$ cat src/rtl/sar_pkg.sv
package sar_pkg;

  typedef enum logic [1:0] {
    PH_IDLE = 2'd0,
    PH_ACQ  = 2'd1,
    PH_CONV = 2'd2
  } sar_phase_e;

  // Switches track in every phase except the search.
  function automatic logic phase_tracks(input sar_phase_e p);
    return p != PH_CONV;
  endfunction

endpackage

$ cat src/rtl/sar_step_timer.sv
module sar_step_timer #(
  parameter int CNT_W = 8
) (
  input  logic             clk,
  input  logic             rst_n,
  input  logic             load_i,
  input  logic [CNT_W-1:0] len_i,
  output logic             expire_o
);

  logic [CNT_W-1:0] cnt_q;

  // A zero length is promoted to one cycle.
  function automatic logic [CNT_W-1:0] eff_len(input logic [CNT_W-1:0] v);
    return (v == '0) ? CNT_W'(1) : v;
  endfunction

  always_ff @(posedge clk or negedge rst_n) begin
    if (!rst_n) begin
      cnt_q <= '0;
    end else if (load_i) begin
      cnt_q <= eff_len(len_i);
    end else if (cnt_q != '0) begin
      cnt_q <= cnt_q - 1'b1;
    end
  end

  assign expire_o = (cnt_q == CNT_W'(1));

endmodule

$ cat src/rtl/sar_search.sv
module sar_search #(
  parameter int RES = 12
) (
  input  logic           clk,
  input  logic           rst_n,
  input  logic           init_i,
  input  logic           decide_i,
  input  logic           cmp_i,
  output logic [RES-1:0] code_o,
  output logic [RES-1:0] resolved_o,
  output logic           last_o
);

  localparam int IDX_W = (RES > 1) ? $clog2(RES) : 1;
  localparam logic [RES-1:0] MSB_CODE = {1'b1, {(RES-1){1'b0}}};

  logic [RES-1:0]   code_q;
  logic [IDX_W-1:0] idx_q;

  // Keep or drop the bit under test depending on the comparator.
  function automatic logic [RES-1:0] resolve(input logic [RES-1:0] c,
                                             input logic [IDX_W-1:0] i,
                                             input logic above);
    logic [RES-1:0] r;
    r = c;
    if (above) r[i] = 1'b0;
    return r;
  endfunction

  // Tentatively set the next lower bit.
  function automatic logic [RES-1:0] advance(input logic [RES-1:0] c,
                                             input logic [IDX_W-1:0] i);
    logic [RES-1:0] r;
    r = c;
    if (i != '0) r[i - 1'b1] = 1'b1;
    return r;
  endfunction

  assign resolved_o = resolve(code_q, idx_q, cmp_i);
  assign last_o     = (idx_q == '0);
  assign code_o     = code_q;

  always_ff @(posedge clk or negedge rst_n) begin
    if (!rst_n) begin
      code_q <= '0;
      idx_q  <= '0;
    end else if (init_i) begin
      code_q <= MSB_CODE;
      idx_q  <= IDX_W'(RES - 1);
    end else if (decide_i) begin
      if (last_o) begin
        code_q <= '0;
      end else begin
        code_q <= advance(resolved_o, idx_q);
        idx_q  <= idx_q - 1'b1;
      end
    end
  end

endmodule

$ cat src/rtl/sar_seq_ctrl.sv
module sar_seq_ctrl #(
  parameter int RES   = 12,
  parameter int CNT_W = 8
) (
  input  logic             clk,
  input  logic             rst_n,
  input  logic             start_i,
  input  logic [CNT_W-1:0] acq_len_i,
  input  logic [CNT_W-1:0] settle_len_i,
  input  logic             cmp_i,
  output logic             sw_in_trk_o,
  output logic             sw_node_trk_o,
  output logic [RES-1:0]   dac_o,
  output logic [RES-1:0]   result_o,
  output logic             done_o
);
  import sar_pkg::*;

  sar_phase_e       phase_q, phase_d;
  logic             tmr_load;
  logic [CNT_W-1:0] tmr_len;
  logic             tmr_exp;

  // Named internal events, visible to the checker.
  logic             busy_w;
  logic             start_taken;
  logic             acq_end;
  logic             step_end;
  logic             conv_end;
  logic             last_bit;
  logic [RES-1:0]   code_w;
  logic [RES-1:0]   resolved_w;

  assign busy_w      = (phase_q != PH_IDLE);
  assign start_taken = start_i && !busy_w;
  assign acq_end     = (phase_q == PH_ACQ)  && tmr_exp;
  assign step_end    = (phase_q == PH_CONV) && tmr_exp;
  assign conv_end    = step_end && last_bit;

  always_comb begin
    phase_d  = phase_q;
    tmr_load = 1'b0;
    tmr_len  = acq_len_i;
    if (start_taken) begin
      phase_d  = PH_ACQ;
      tmr_load = 1'b1;
    end
    if (acq_end) begin
      phase_d  = PH_CONV;
      tmr_load = 1'b1;
      tmr_len  = settle_len_i;
    end
    if (step_end) begin
      tmr_len = settle_len_i;
      if (last_bit) phase_d  = PH_IDLE;
      else          tmr_load = 1'b1;
    end
  end

  always_ff @(posedge clk or negedge rst_n) begin
    if (!rst_n) begin
      phase_q  <= PH_IDLE;
      result_o <= '0;
      done_o   <= 1'b0;
    end else begin
      phase_q <= phase_d;
      done_o  <= conv_end;
      if (conv_end) result_o <= resolved_w;
    end
  end

  sar_step_timer #(.CNT_W(CNT_W)) u_timer (
    .clk      (clk),
    .rst_n    (rst_n),
    .load_i   (tmr_load),
    .len_i    (tmr_len),
    .expire_o (tmr_exp)
  );

  sar_search #(.RES(RES)) u_search (
    .clk        (clk),
    .rst_n      (rst_n),
    .init_i     (acq_end),
    .decide_i   (step_end),
    .cmp_i      (cmp_i),
    .code_o     (code_w),
    .resolved_o (resolved_w),
    .last_o     (last_bit)
  );

  assign sw_in_trk_o   = phase_tracks(phase_q);
  assign sw_node_trk_o = phase_tracks(phase_q);
  assign dac_o         = code_w;

endmodule

$ cat config.mk
export PLATFORM = sky130hd
export DESIGN_NAME = sar_seq_ctrl
export DESIGN_NICKNAME = d
export VERILOG_FILES = /design/src/rtl/sar_pkg.sv /design/src/rtl/sar_step_timer.sv /design/src/rtl/sar_search.sv /design/src/rtl/sar_seq_ctrl.sv
export SDC_FILE = /design/constraint.sdc
export NUM_CORES = 1
export LEC_CHECK = 0
export ABC_AREA = 0
export BUFFER_PORTS_ARGS = -buffer_cell sky130_fd_sc_hd__buf_2
export CORE_MARGIN = 4
export CORE_UTILIZATION = 53
export DETAILED_ROUTE_END_ITERATION = 7
export PLACE_DENSITY = 0.76
export SETUP_SLACK_MARGIN = 0.4
export SLEW_MARGIN = 10
export SYNTH_ARGS = -nofsm -noshare
export SYNTH_HDL_FRONTEND = slang
export SYNTH_SLANG_ARGS = --single-unit
export TNS_END_PERCENT = 30
$ cat constraint.sdc
create_clock -name clk -period 6.8 [get_ports clk]
set_clock_uncertainty 0.15 [all_clocks]
set_input_delay 0.34 -clock clk [delete_from_list [all_inputs] [get_ports clk]]
set_output_delay 0.34 -clock clk [all_outputs]
set_load 0.05 [all_outputs]
---- Word-level counts from Yosys, hierarchy flattened ----
Index checks and enable logic that the tools add are counted.
operators by class
  add/subtract/negate cells ............... 2
  $lt $le $gt $ge ......................... 4
  eq/ne operators ......................... 5
  mux-type cells .......................... 25
  bitwise operators ....................... 3
  reduce and logical (&&, ||, !) cells .... 15
operators with widths
  cell                                                        number
  2-to-1 mux 12 bit                                           5
  2-to-1 mux 8 bit                                            5
  AND 12 bit                                                  1
  2-to-1 mux 4 bit                                            3
  inverter 12 bit                                             1
  bitwise OR 12 bit                                           1
  less-than comparator 4 x 5 -> 1 bit, second input constant  2
  demux 1 bit (select 4 bit)                                  2
  equality test 8 x 1 -> 1 bit, second input constant         1
  >= comparator 4 x 1 -> 1 bit, second input constant         2
  logical NOT 8 bit                                           1
  2-to-1 mux 2 bit                                            4
  nonzero test 8 bit                                          1
  subtractor 8 x 1 -> 8 bit, second input constant            1
  logical AND 1 bit                                           6
  2-to-1 mux 1 bit                                            6
  nonzero test 2 bit                                          3
  logical NOT 4 bit                                           1
  != test 2 bit, second input constant                        2
  nonzero test 4 bit                                          1
  subtractor 4 x 1 -> 4 bit, second input constant            1
  equality test 2 x 1 -> 1 bit, second input constant         1
  equality test 2 bit, second input constant                  1
  AND reduction 2 bit                                         1
  logical NOT 1 bit                                           1
word-level totals
  register bits ........................... 39
  bits of input ports ..................... 20
  output and inout bits ................... 27

---- Depth between registers and ports, before layout ----
Gate-level depths: netlist of run 1.
  depth in word-level cells ............... 12
  depth in mapped cells ................... 8
  gate-level depth less buffers ........... 7

---- By module ----
From an unflattened synthesis of run 1, not the netlist that was laid out.
unflattened totals
  cell total of the unflattened synthesis .. 228
  area, all modules ....................... 2362.3 um2
modules (own cells, without submodules)
  module          times used  cells an instance  area each (um2)
  sar_search      1           117                1069.8
  sar_seq_ctrl    1           54                 764.5
  sar_step_timer  1           57                 528.0

---- Worst setup path after synthesis of run 1 ----
Ideal clock, no wire load.
  path type ............................... register to register
  start point ............................. register u_timer.cnt_q[4]
  end point ............................... register u_timer.cnt_q[4]
  data arrival time ....................... 1.947 ns
  path slack .............................. 4.630 ns
  cell stages (with the launch flop) ...... 8
  path buffers ............................ 2
  period minus slack after synthesis ...... 2.170 ns
  path through ............................ dfrtp_1 > or4_1 > buf_2 > or4_4 > nand3_4 > buf_12 > a21oi_1 > a21oi_2
on the way
  longest elaborated chain between the ends .. 7
  elaborated cells between the ends (all ways) .. 15
ends and longest elaborated chain
  element                       line                  RTL
  start: declaration            sar_step_timer.sv:11  logic [CNT_W-1:0] cnt_q;
  start signal: assignment      sar_step_timer.sv:22  cnt_q <= eff_len(len_i);
  start signal: assignment      sar_step_timer.sv:24  cnt_q <= cnt_q - 1'b1;
  equality test 8 x 1 -> 1 bit  sar_step_timer.sv:28  assign expire_o = (cnt_q == CNT_W'(1));
  logical AND 1 bit             sar_seq_ctrl.sv:36    assign acq_end = (phase_q == PH_ACQ) && tmr_exp;
  2-to-1 mux 8 bit              sar_seq_ctrl.sv:48    if (acq_end) begin
  2-to-1 mux 8 bit              sar_seq_ctrl.sv:53    if (step_end) begin
  logical NOT 8 bit             sar_step_timer.sv:15  return (v == '0) ? CNT_W'(1) : v;
  2-to-1 mux 8 bit              sar_step_timer.sv:15
  2-to-1 mux 8 bit              sar_step_timer.sv:21  end else if (load_i) begin
Several ways; a longest one is shown, not always the timed one. The select of a mux whose other input is x is not followed.
A chain may end at the register's enable or synchronous reset.

---- Worst setup path in the final report of run 1 ----
  start point ............................. register u_search.idx_q[0]
  end point ............................... register result_o[1]
on the way
  longest elaborated chain between the ends .. 7
  elaborated cells between the ends (all ways) .. 10
ends and longest elaborated chain
  element                                                                                                    line                RTL
  start: declaration                                                                                         sar_search.sv:18    logic [IDX_W-1:0] idx_q;
  start signal: assignment                                                                                   sar_search.sv:49    idx_q <= IDX_W'(RES - 1);
  start signal: assignment                                                                                   sar_search.sv:55    idx_q <= idx_q - 1'b1;
  less-than comparator 4 x 5 -> 1 bit (implied by the code) or >= comparator 4 x 1 -> 1 bit (tied branches)  sar_search.sv:26    if (above) r[i] = 1'b0;
  logical AND 1 bit (implied by the code)                                                                    sar_search.sv:26
  2-to-1 mux 1 bit (implied by the code)                                                                     sar_search.sv:26
  demux 1 bit (select 4 bit)                                                                                 n/a
  inverter 12 bit (no source line)                                                                           n/a
  AND 12 bit (no source line)                                                                                n/a
  2-to-1 mux 12 bit                                                                                          sar_search.sv:26
  end signal: assignment                                                                                     sar_seq_ctrl.sv:68  if (conv_end) result_o <= resolved_w;
  end: declaration                                                                                           sar_seq_ctrl.sv:14  output logic [RES-1:0] result_o,
Several ways; a longest one is shown, not always the timed one.

==> impl_metrics.ini, run 1 <==
[power]
power_density_nw_per_um2 = 320.8
p_leak_uw = 0.001179
ir_drop_mv = 0.1722
finalPower_uw = 818.8

[yosys]
synth-seq-cells = 39
synth_ff_type = dfrtp_1
yosysUniqueCellTypes = 43
yosys_warnings = 0
syn_nets = 276
synth_cells = 249
synthesis.area_sq_um = 2240
synth_edf_count = 0
ys_seq_area_share_pct = 43.58
async_reset_ff_share_pct = 100.0
syn_avg_cell_area_sq_um = 8.995

[clock_tree]
clk_pin_slew_ns = 0.07
ctsResizeCount = 0
cts_buffer_depth = 2
cts_tree = yes
insertion_delay_ns = 0.29
htree_levels = 2
cts_buffers = 5
clkSinkCount = 39
postCtsHoldBufs = 0
post_cts_buffers = 0
root_buffer = clkbuf_8

[worst_setup_path]
cp.arrival_ns = 2.97
r2r.worst_path.cells = 5
endpoint_kind = register
max_stage_delay_ns = 0.69
reg2reg_slack_ns = 3.86
path_delay_family = simple AND/OR/NAND/NOR gates
start_kind = register
timing.rr.end = result_o[1]
crit_path_cell_trace = inv_1 > ha_1 > nor3b_1 > nand3_1 > o31ai_1
critPathLaunch = u_search.idx_q[0]
worst_ep_required_time_ns = 6.83
worst-path-buf-inv = 1
worstPathMaxFanout = 25
worstSetupPathType = reg2reg
slowest_stage = nand3_1
rr_startpoint = u_search.idx_q[0]

[sta]
relSlewSlack_pct = 45.28
whs_ns = -0.003028
worstMarginPinSlew_ns = 0.8208
setup_tns_ns = 0
slew_violations = 0
max_freq_mhz = 339.7
rsz0062_at_grt = false
period_share_pct = 43.29
finalSetupViolCount = 0
fin_ws_ns = 3.856
hold_viol = 4
finalCriticalPeriod_ns = 2.944

[floorplanning]
io_pins = 47
dieArea_sq_um = 5330
rows = 23
initial_utilization_pct = 55.20
core_sq_um = 4058
die_w_microns = 73.01
die_h_microns = 73.01

[place]
dp_hpwl_microns = 3659
placed_cell_area_sq_um = 2465
place_ws_ns = 3.838
port-buffer-count = 46
place_congestion = 0.8408

[global_routing]
antenna_found_initial = 0
grt_pass1_wl_microns = 8224
grt_pass1_vias = 1711
grt-ovfl-total = 0
grt_use_total_pct = 19.86
grt_max_degree = 40

[outcome]
status = complete, but fails checks
violations = negative hold slack

[route]
vias = 1914
routed_via_density = 5.629
wirelength_microns = 4994
wl_per_cell_microns = 14.69
drtPass1Iterations = 4
drc = 0
drt_iter0_drc = 112
drtAntennaViolNets = 0

[finish]
design_area_sq_um = 2552
syn2layout_area_growth_pct = 13.97
nets = 317
diodes = 0
fin_util_pct = 62.90
layout-drive-gt1-share_pct = 21.72

[worst_hold_path]
min_path_type = in2async

[run]
maxCapViolations = 0
==> synthesized netlist by cell type (3+ instances only) <==
library cell	n	share of area, %
dfrtp_1	39	44
o21ai_0	30	6.7
nand2_1	28	4.7
nor2_1	23	3.9
a21oi_1	20	4.5
inv_1	11	1.8
a22o_1	9	3.5
clkbuf_1	7	1.2
ha_1	7	3.9
mux2i_1	7	3.1
nor3_1	6	1.3
nor4_1	5	1.4
nand3_1	4	0.89
nor3b_1	4	1.3
o31ai_1	4	1.3
or4_1	4	1.3
a211oi_1	3	1.0
a21oi_2	3	1.2
nor2b_1	3	0.84
==> worst reg2reg max path, delay by kind of cell (launching register included) <==
family / cells / cell delay [ns]
and+or+nand+nor: 2 / 1.24
AOI/OAI and AO/OA: 1 / 0.46
adders and majority gates: 1 / 0.40
DFF: 1 / 0.44
buffers and inverters: 1 / 0.13
==> metal layers <==
layer	GRT usage, %	wire, microns	vias up
met5	0	0	-
met4	5.943	64	0
met3	3.857	250	9
met2	28.40	2124	49
met1	30.13	2554	880
li1	-	-	976
==> cell type report <==
class / count / area, sq um
flip-flops and latches: 39 / 975.9
clock buffers: 6 / 82.58
clock inverters: 1 / 5.005
multi-input cells: 187 / 1155
inverters: 11 / 41.29
well taps: 50 / 62.56
fillers: 362 / 1505
repair buffers: 46 / 230.2
==> cell families after synthesis <==
| group | Yosys count | synth area share (%) |
|---|---|---|
| mux | 8 | 3.631 |
| simple gates | 87 | 19.94 |
| flops | 39 | 43.58 |
| xor+xnor | 4 | 1.565 |
| fa+ha+maj | 7 | 3.910 |
| compound gates | 81 | 22.51 |
| buf+inv | 23 | 4.861 |
==> cells in the final DEF (no fill, tap or decap), types with 2 or more instances in the layout <==
cell,count
o21bai_1,2
a211oi_1,3
o31ai_1,4
nor4_1,5
nand3_1,4
nor2_1,23
mux2i_1,7
o21ai_0,30
clkbuf_8,6
or3b_2,2
nor3_1,6
a21oi_1,20
ha_1,7
a311oi_1,2
nand2b_1,2
xnor2_1,2
a21oi_2,3
o211a_1,2
buf_2,46
a22o_1,9
inv_1,11
nor3b_1,4
or4_1,4
xor2_1,2
nand2_1,28
dfrtp_1,39
nor2b_1,3
==> stage by stage <==
stage	std cells	hold slack, ns
finish	340	-0.003028
global route	340	0.09316
CTS	340	0.03588
detailed placement	333	0.3154
global placement	333	0.3068
floorplan	249	-0.1056
==> registers in the layout (all words and copies together), names as in the netlist <==
register,count
u_search.code_o,12
done_o,1
u_timer.cnt_q,8
phase_q,2
u_search.idx_q,4
result_o,12
==> power breakdown <==
group          internal [uW]  total, uW  switching, uW
Clock                   79.6        157           77.1
Combinational            127        315            188
Sequential               276        347           71.2
Total                    482        819            337
==> worst max-delay path by stage <==
stage	endpoint	slack (ns)	cells past startpoint
after floorplan	u_timer.cnt_q[4]	4.63	7
after global placement	result_o[2]	4.10	5
after detailed placement	result_o[1]	3.84	5
after CTS	result_o[1]	3.83	5
after global routing	result_o[1]	3.60	5
final	result_o[1]	3.86	5
No activity file was read; power rests on OpenSTA's default activity.
==> run 2, diff against run 1 <==
Clock period 6.8 ns to 2.8 ns, I/O delays scaled along.
==> run 2 against run 1 <==
The run now ends clean; sequential cell count is the same; count of clock-buffer cells in the layout is the same; cell count rose by 3.2%; critical path type unchanged; largest power group is now combinational logic; clock power increased to 3.5 times the previous value; critical path depth up 2; highest routed layer unchanged; largest cell class unchanged.
==> impl_metrics.ini, run 2 (synthesis results as in run 1) <==
[floorplanning]
io_pins = 47
core_sq_um = 4058
dieArea_sq_um = 5330
die_w_microns = 73.01
rows = 23
initial_utilization_pct = 55.20
die_h_microns = 73.01

[sta]
worstMarginPinSlew_ns = 0.8343
max_freq_mhz = 428.6
relSlewSlack_pct = 44.38
setup_tns_ns = 0
hold_viol = 0
finalSetupViolCount = 0
rsz0062_at_grt = true
period_share_pct = 83.33
slew_violations = 0
finalCriticalPeriod_ns = 2.333

[finish]
nets = 327
diodes = 0
final_cell_mix = buf_2 (46), dfrtp_1 (39), o21ai_0 (30)
layout_commonest_cell = buf_2
syn2layout_area_growth_pct = 20.61
layout-drive-gt1-share_pct = 24.92

[worst_setup_path]
endpoint_kind = register
critPathLaunch = u_search.idx_q[1]
crit_path_cell_trace = inv_1 > ha_4 > or3b_2 > nand4_4 > nand3_4 > a311oi_1 > a21oi_1
max_stage_delay_ns = 0.51
slowest_stage = or3b_2
worstSetupPathType = reg2reg
cp.arrival_ns = 2.35
worst_ep_required_time_ns = 2.82
timing.rr.end = u_timer.cnt_q[6]
reg2reg_slack_ns = 0.47
start_kind = register
rr_startpoint = u_search.idx_q[1]
worstPathMaxFanout = 15
r2r.worst_path.cells = 7

[route]
wirelength_microns = 5189
met3_length_microns = 433
vias = 1991
drc = 0
drtPass1Iterations = 4
wl_per_cell_microns = 14.78
drtAntennaViolNets = 0
drt_iter0_drc = 175
dr_wl_met2_microns = 2237
top_layer = met4
routed_via_density = 5.672
wl_met1_microns = 2437

[clock_tree]
cts_tree = yes
clk_pin_slew_ns = 0.08
cts_buffers = 5
cts_buffer_depth = 2
htree_levels = 2
post_cts_buffers = 0
insertion_delay_ns = 0.29
clkSinkCount = 39
root_buffer = clkbuf_8

[worst_hold_path]
whs_path_depth = 3
worst_hold_path.endpoint = u_timer.cnt_q[1]
min_path_type = in2reg
hp-start = acq_len_i[1]

[power]
finalPower_uw = 2235
p_leak_uw = 0.001258
ir_drop_mv = 0.3956
power_density_nw_per_um2 = 827.2

[global_routing]
grt_pass1_wl_microns = 8631
grt_use_total_pct = 20.90
grt-ovfl-total = 0
grt_pass1_vias = 1829
antenna_found_initial = 0
grt_max_degree = 40

[run]
maxCapViolations = 0

[place]
port-buffer-count = 46
dp_hpwl_microns = 3802
place_congestion = 0.8658

[outcome]
status = completed
==> run 2: worst max-delay path by stage <==
stage                             endpoint  slack, ns  cells past startpoint
after floorplan           u_timer.cnt_q[4]       0.63                      7
after global placement    u_timer.cnt_q[6]       0.38                      7
after detailed placement  u_timer.cnt_q[6]       0.29                      7
after CTS                 u_timer.cnt_q[3]       0.41                      7
after global routing      u_timer.cnt_q[6]       0.37                      7
final                     u_timer.cnt_q[6]       0.47                      7
==> run 2: metal layers <==
metal	global-route usage, %	vias up
met2	30.88	85
met4	6.967	0
met5	0	-
met3	5.372	9
li1	-	993
met1	29.72	904
==> run 2: final cells by class <==
cell class                 instances  area, sq um
multi-input combinational        187         1181
tap                               50        62.56
timing repair buffer              56        307.8
clock inverter                     2        60.06
clock buffer                       6        72.57
sequential                        39        975.9
fill                             324         1356
inverter                          11        41.29
==> run 2: through the flow <==
| step | std cells | cell area [sq um] | util [%] | setup slack [ns] | hold WS [ns] |
|---|---|---|---|---|---|
| after detailed placement | 342 | 2532 | 62.41 | 0.2872 | 0.1509 |
| after global routing | 351 | 2701 | 66.57 | 0.3678 | 0.03989 |
| final | 351 | 2701 | 66.57 | 0.4669 | 0.01148 |
| after CTS | 351 | 2696 | 66.45 | 0.4110 | 0.007506 |
| after global placement | 342 | 2532 | 62.41 | 0.3766 | 0.1467 |
| after floorplan | 249 | 2240 | - | 0.6299 | -0.3056 |
==> run 2: timing repair <==
action | in CTS | in global routing
pin swaps | 0 | 0
gates resized for setup | 3 | 2
hold buffers | 1 | 0
cloned | 0 | 0
endpoints found under the hold margin | 39 | 0
setup endpoints to repair | 16 | 20
==> run 2: critical path: cells and delay by family, from the launching register on <==
family	cells	cell delay, ns
AOI/OAI and AO/OA	2	0.37
adders and majority gates	1	0.21
buffers and inverters	1	0.13
DFF	1	0.44
and+or+nand+nor	3	0.92
==> run 2: report_power, final <==
group | switching [uW] | internal [uW] | leakage [uW]
combinational | 523 | 355 | 0.000746
clock | 198 | 356 | 0.0000654
sequential | 132 | 669 | 0.000447
==> run 3, diff against run 2 <==
Settings changed: CORE_UTILIZATION 53 to 49, PLACE_DENSITY 0.76 to 0.74.
Clock period 2.8 ns to 2 ns, I/O delays scaled along.
==> run 3 against run 2 <==
First-iteration DRC count rose by 5.1%; combinational power is 140% higher; the run now ends with negative hold slack, negative setup slack left; hold slack got worse by 0.019 ns; maximum frequency increased by 6.0%; design area is 23% higher; non-clock buffer count is 50 higher.
==> impl_metrics.ini, run 3 (synthesis results as in run 1) <==
[place]
placed_cell_area_sq_um = 2875
dp_hpwl_microns = 4558
port-buffer-count = 46
place_congestion = 0.8407

[sta]
fin_ws_ns = -0.2011
period_share_pct = 110.1
hold_viol = 1
slew_violations = 0
finalSetupViolCount = 14
finalCriticalPeriod_ns = 2.201
relSlewSlack_pct = 66.68
rsz0062_at_grt = true
whs_ns = -0.007924
max_freq_mhz = 454.3
worstMarginPinSlew_ns = 0.4998

[floorplanning]
rows = 24
die_w_microns = 75.61
core_sq_um = 4384
die_h_microns = 75.61
io_pins = 47
dieArea_sq_um = 5716
initial_utilization_pct = 51.08

[clock_tree]
root_buffer = clkbuf_8
cts_tree = yes
clkSinkCount = 39
cts_buffer_depth = 2
htree_levels = 2
clk_pin_slew_ns = 0.08
cts_buffers = 5
insertion_delay_ns = 0.30

[worst_hold_path]
whs_path_depth = 3
min_path_type = in2reg

[finish]
layout-drive-gt1-share_pct = 42.45
final_cell_mix = buf_2 (46), buf_4 (42), dfrtp_1 (39)
design_area_sq_um = 3322
layout_commonest_cell = buf_2
fin_util_pct = 75.77
nets = 377
diodes = 0
syn2layout_area_growth_pct = 48.32

[worst_setup_path]
worst_ep_required_time_ns = 2.06
cp.arrival_ns = 2.26
worstSetupPathType = reg2reg
worstPathMaxFanout = 4
start_kind = register
endpoint_kind = register
r2r.worst_path.cells = 6

[global_routing]
grt_pass1_wl_microns = 10070
grt_pass1_vias = 2128
grt_use_total_pct = 23.29
grt-ovfl-total = 0
grt_max_degree = 26
antenna_found_initial = 0

[power]
p_leak_uw = 0.001530
finalPower_uw = 3889
p_seq_share_pct = 27.9
ir_drop_mv = 0.7662
power_density_nw_per_um2 = 1171
p_sw_uw = 1544
clkPwrFrac_pct = 17.1
power_frac_comb_pct = 55.0
swShare_pct = 39.71
p_int_uw = 2345

[route]
drtAntennaViolNets = 0
drt_iter0_drc = 184
routed_via_density = 5.762
wl_per_cell_microns = 16.14
drc = 0
wirelength_microns = 6506
drtPass1Iterations = 5
vias = 2322

[outcome]
violations = negative hold slack, negative setup slack
status = complete, but fails checks

[run]
maxCapViolations = 0
run 3: power by group through the flow:
| stage | clock network, uW | logic (uW) | registers [uW] |
|---|---|---|---|
| global route | 710 | 2310 | 1090 |
| finish | 666 | 2140 | 1080 |
| global placement | 0 | 1730 | 1060 |
| floorplan | 0 | 913 | 1170 |
| CTS | 673 | 1990 | 1060 |
| detailed placement | 0 | 1760 | 1060 |
run 3: critical path: stages, from the launching register on:
cell and delay (ns):
dfrtp_1 0.43, buf_4 0.17, or4_4 0.51, or4_4 0.44
a211oi_2 0.17, a211oi_1 0.08, a21oi_1 0.16
run 3: final cells by class:
type | count | area, sq um
fill | 307 | 1062
inverter | 11 | 41.29
clock buffer | 5 | 68.82
tap | 52 | 65.06
sequential | 39 | 975.9
timing repair buffer | 106 | 763.2
clock inverter | 3 | 43.79
multi-input combinational | 187 | 1364
run 3: metal layers:
| layer | routed length (microns) | vias up | part of all wire (%) | GRT usage [%] |
|---|---|---|---|---|
| met3 | 396 | 18 | 6.1 | 3.298 |
| met1 | 2762 | 1093 | 42 | 30.44 |
| met4 | 157 | 0 | 2.4 | 9.320 |
| li1 | - | 1098 | - | - |
| met2 | 3190 | 113 | 49 | 38.83 |
| met5 | 0 | - | 0 | 0 |
run 3: what timing repair did:
action                                  CTS  global route
hold buffers                              9             0
gates cloned                              0             0
resized for setup                        24            27
pin swaps                                 4             3
setup buffers                             3             2
hold endpoints to repair                 24             0
endpoints found under the setup margin   39            39
run 3: per-stage QoR:
step                      TNS [ns]  cells  worst slack (ns)
after CTS                   -1.310    401           -0.1557
after detailed placement    -2.453    381           -0.2119
after global placement      -2.003    381           -0.1939
after global routing        -2.435    403           -0.2320
final                       -1.564    403           -0.2011
after floorplan             -1.817    249          -0.09687
run 3: final timing paths:
check	end	slack (ns)	startpoint
setup / recovery	u_timer.cnt_q[7]	-0.20	u_timer.cnt_q[2]
hold / removal	u_timer.cnt_q[1]	-0.008	settle_len_i[1]
setup reg to reg	u_timer.cnt_q[7]	-0.20	u_timer.cnt_q[2]
hold reg to reg	result_o[1]	0.33	result_o[1]
max in group asynchronous	u_search.code_o[5]	1.00	rst_n
min in group asynchronous	done_o	0.15	rst_n
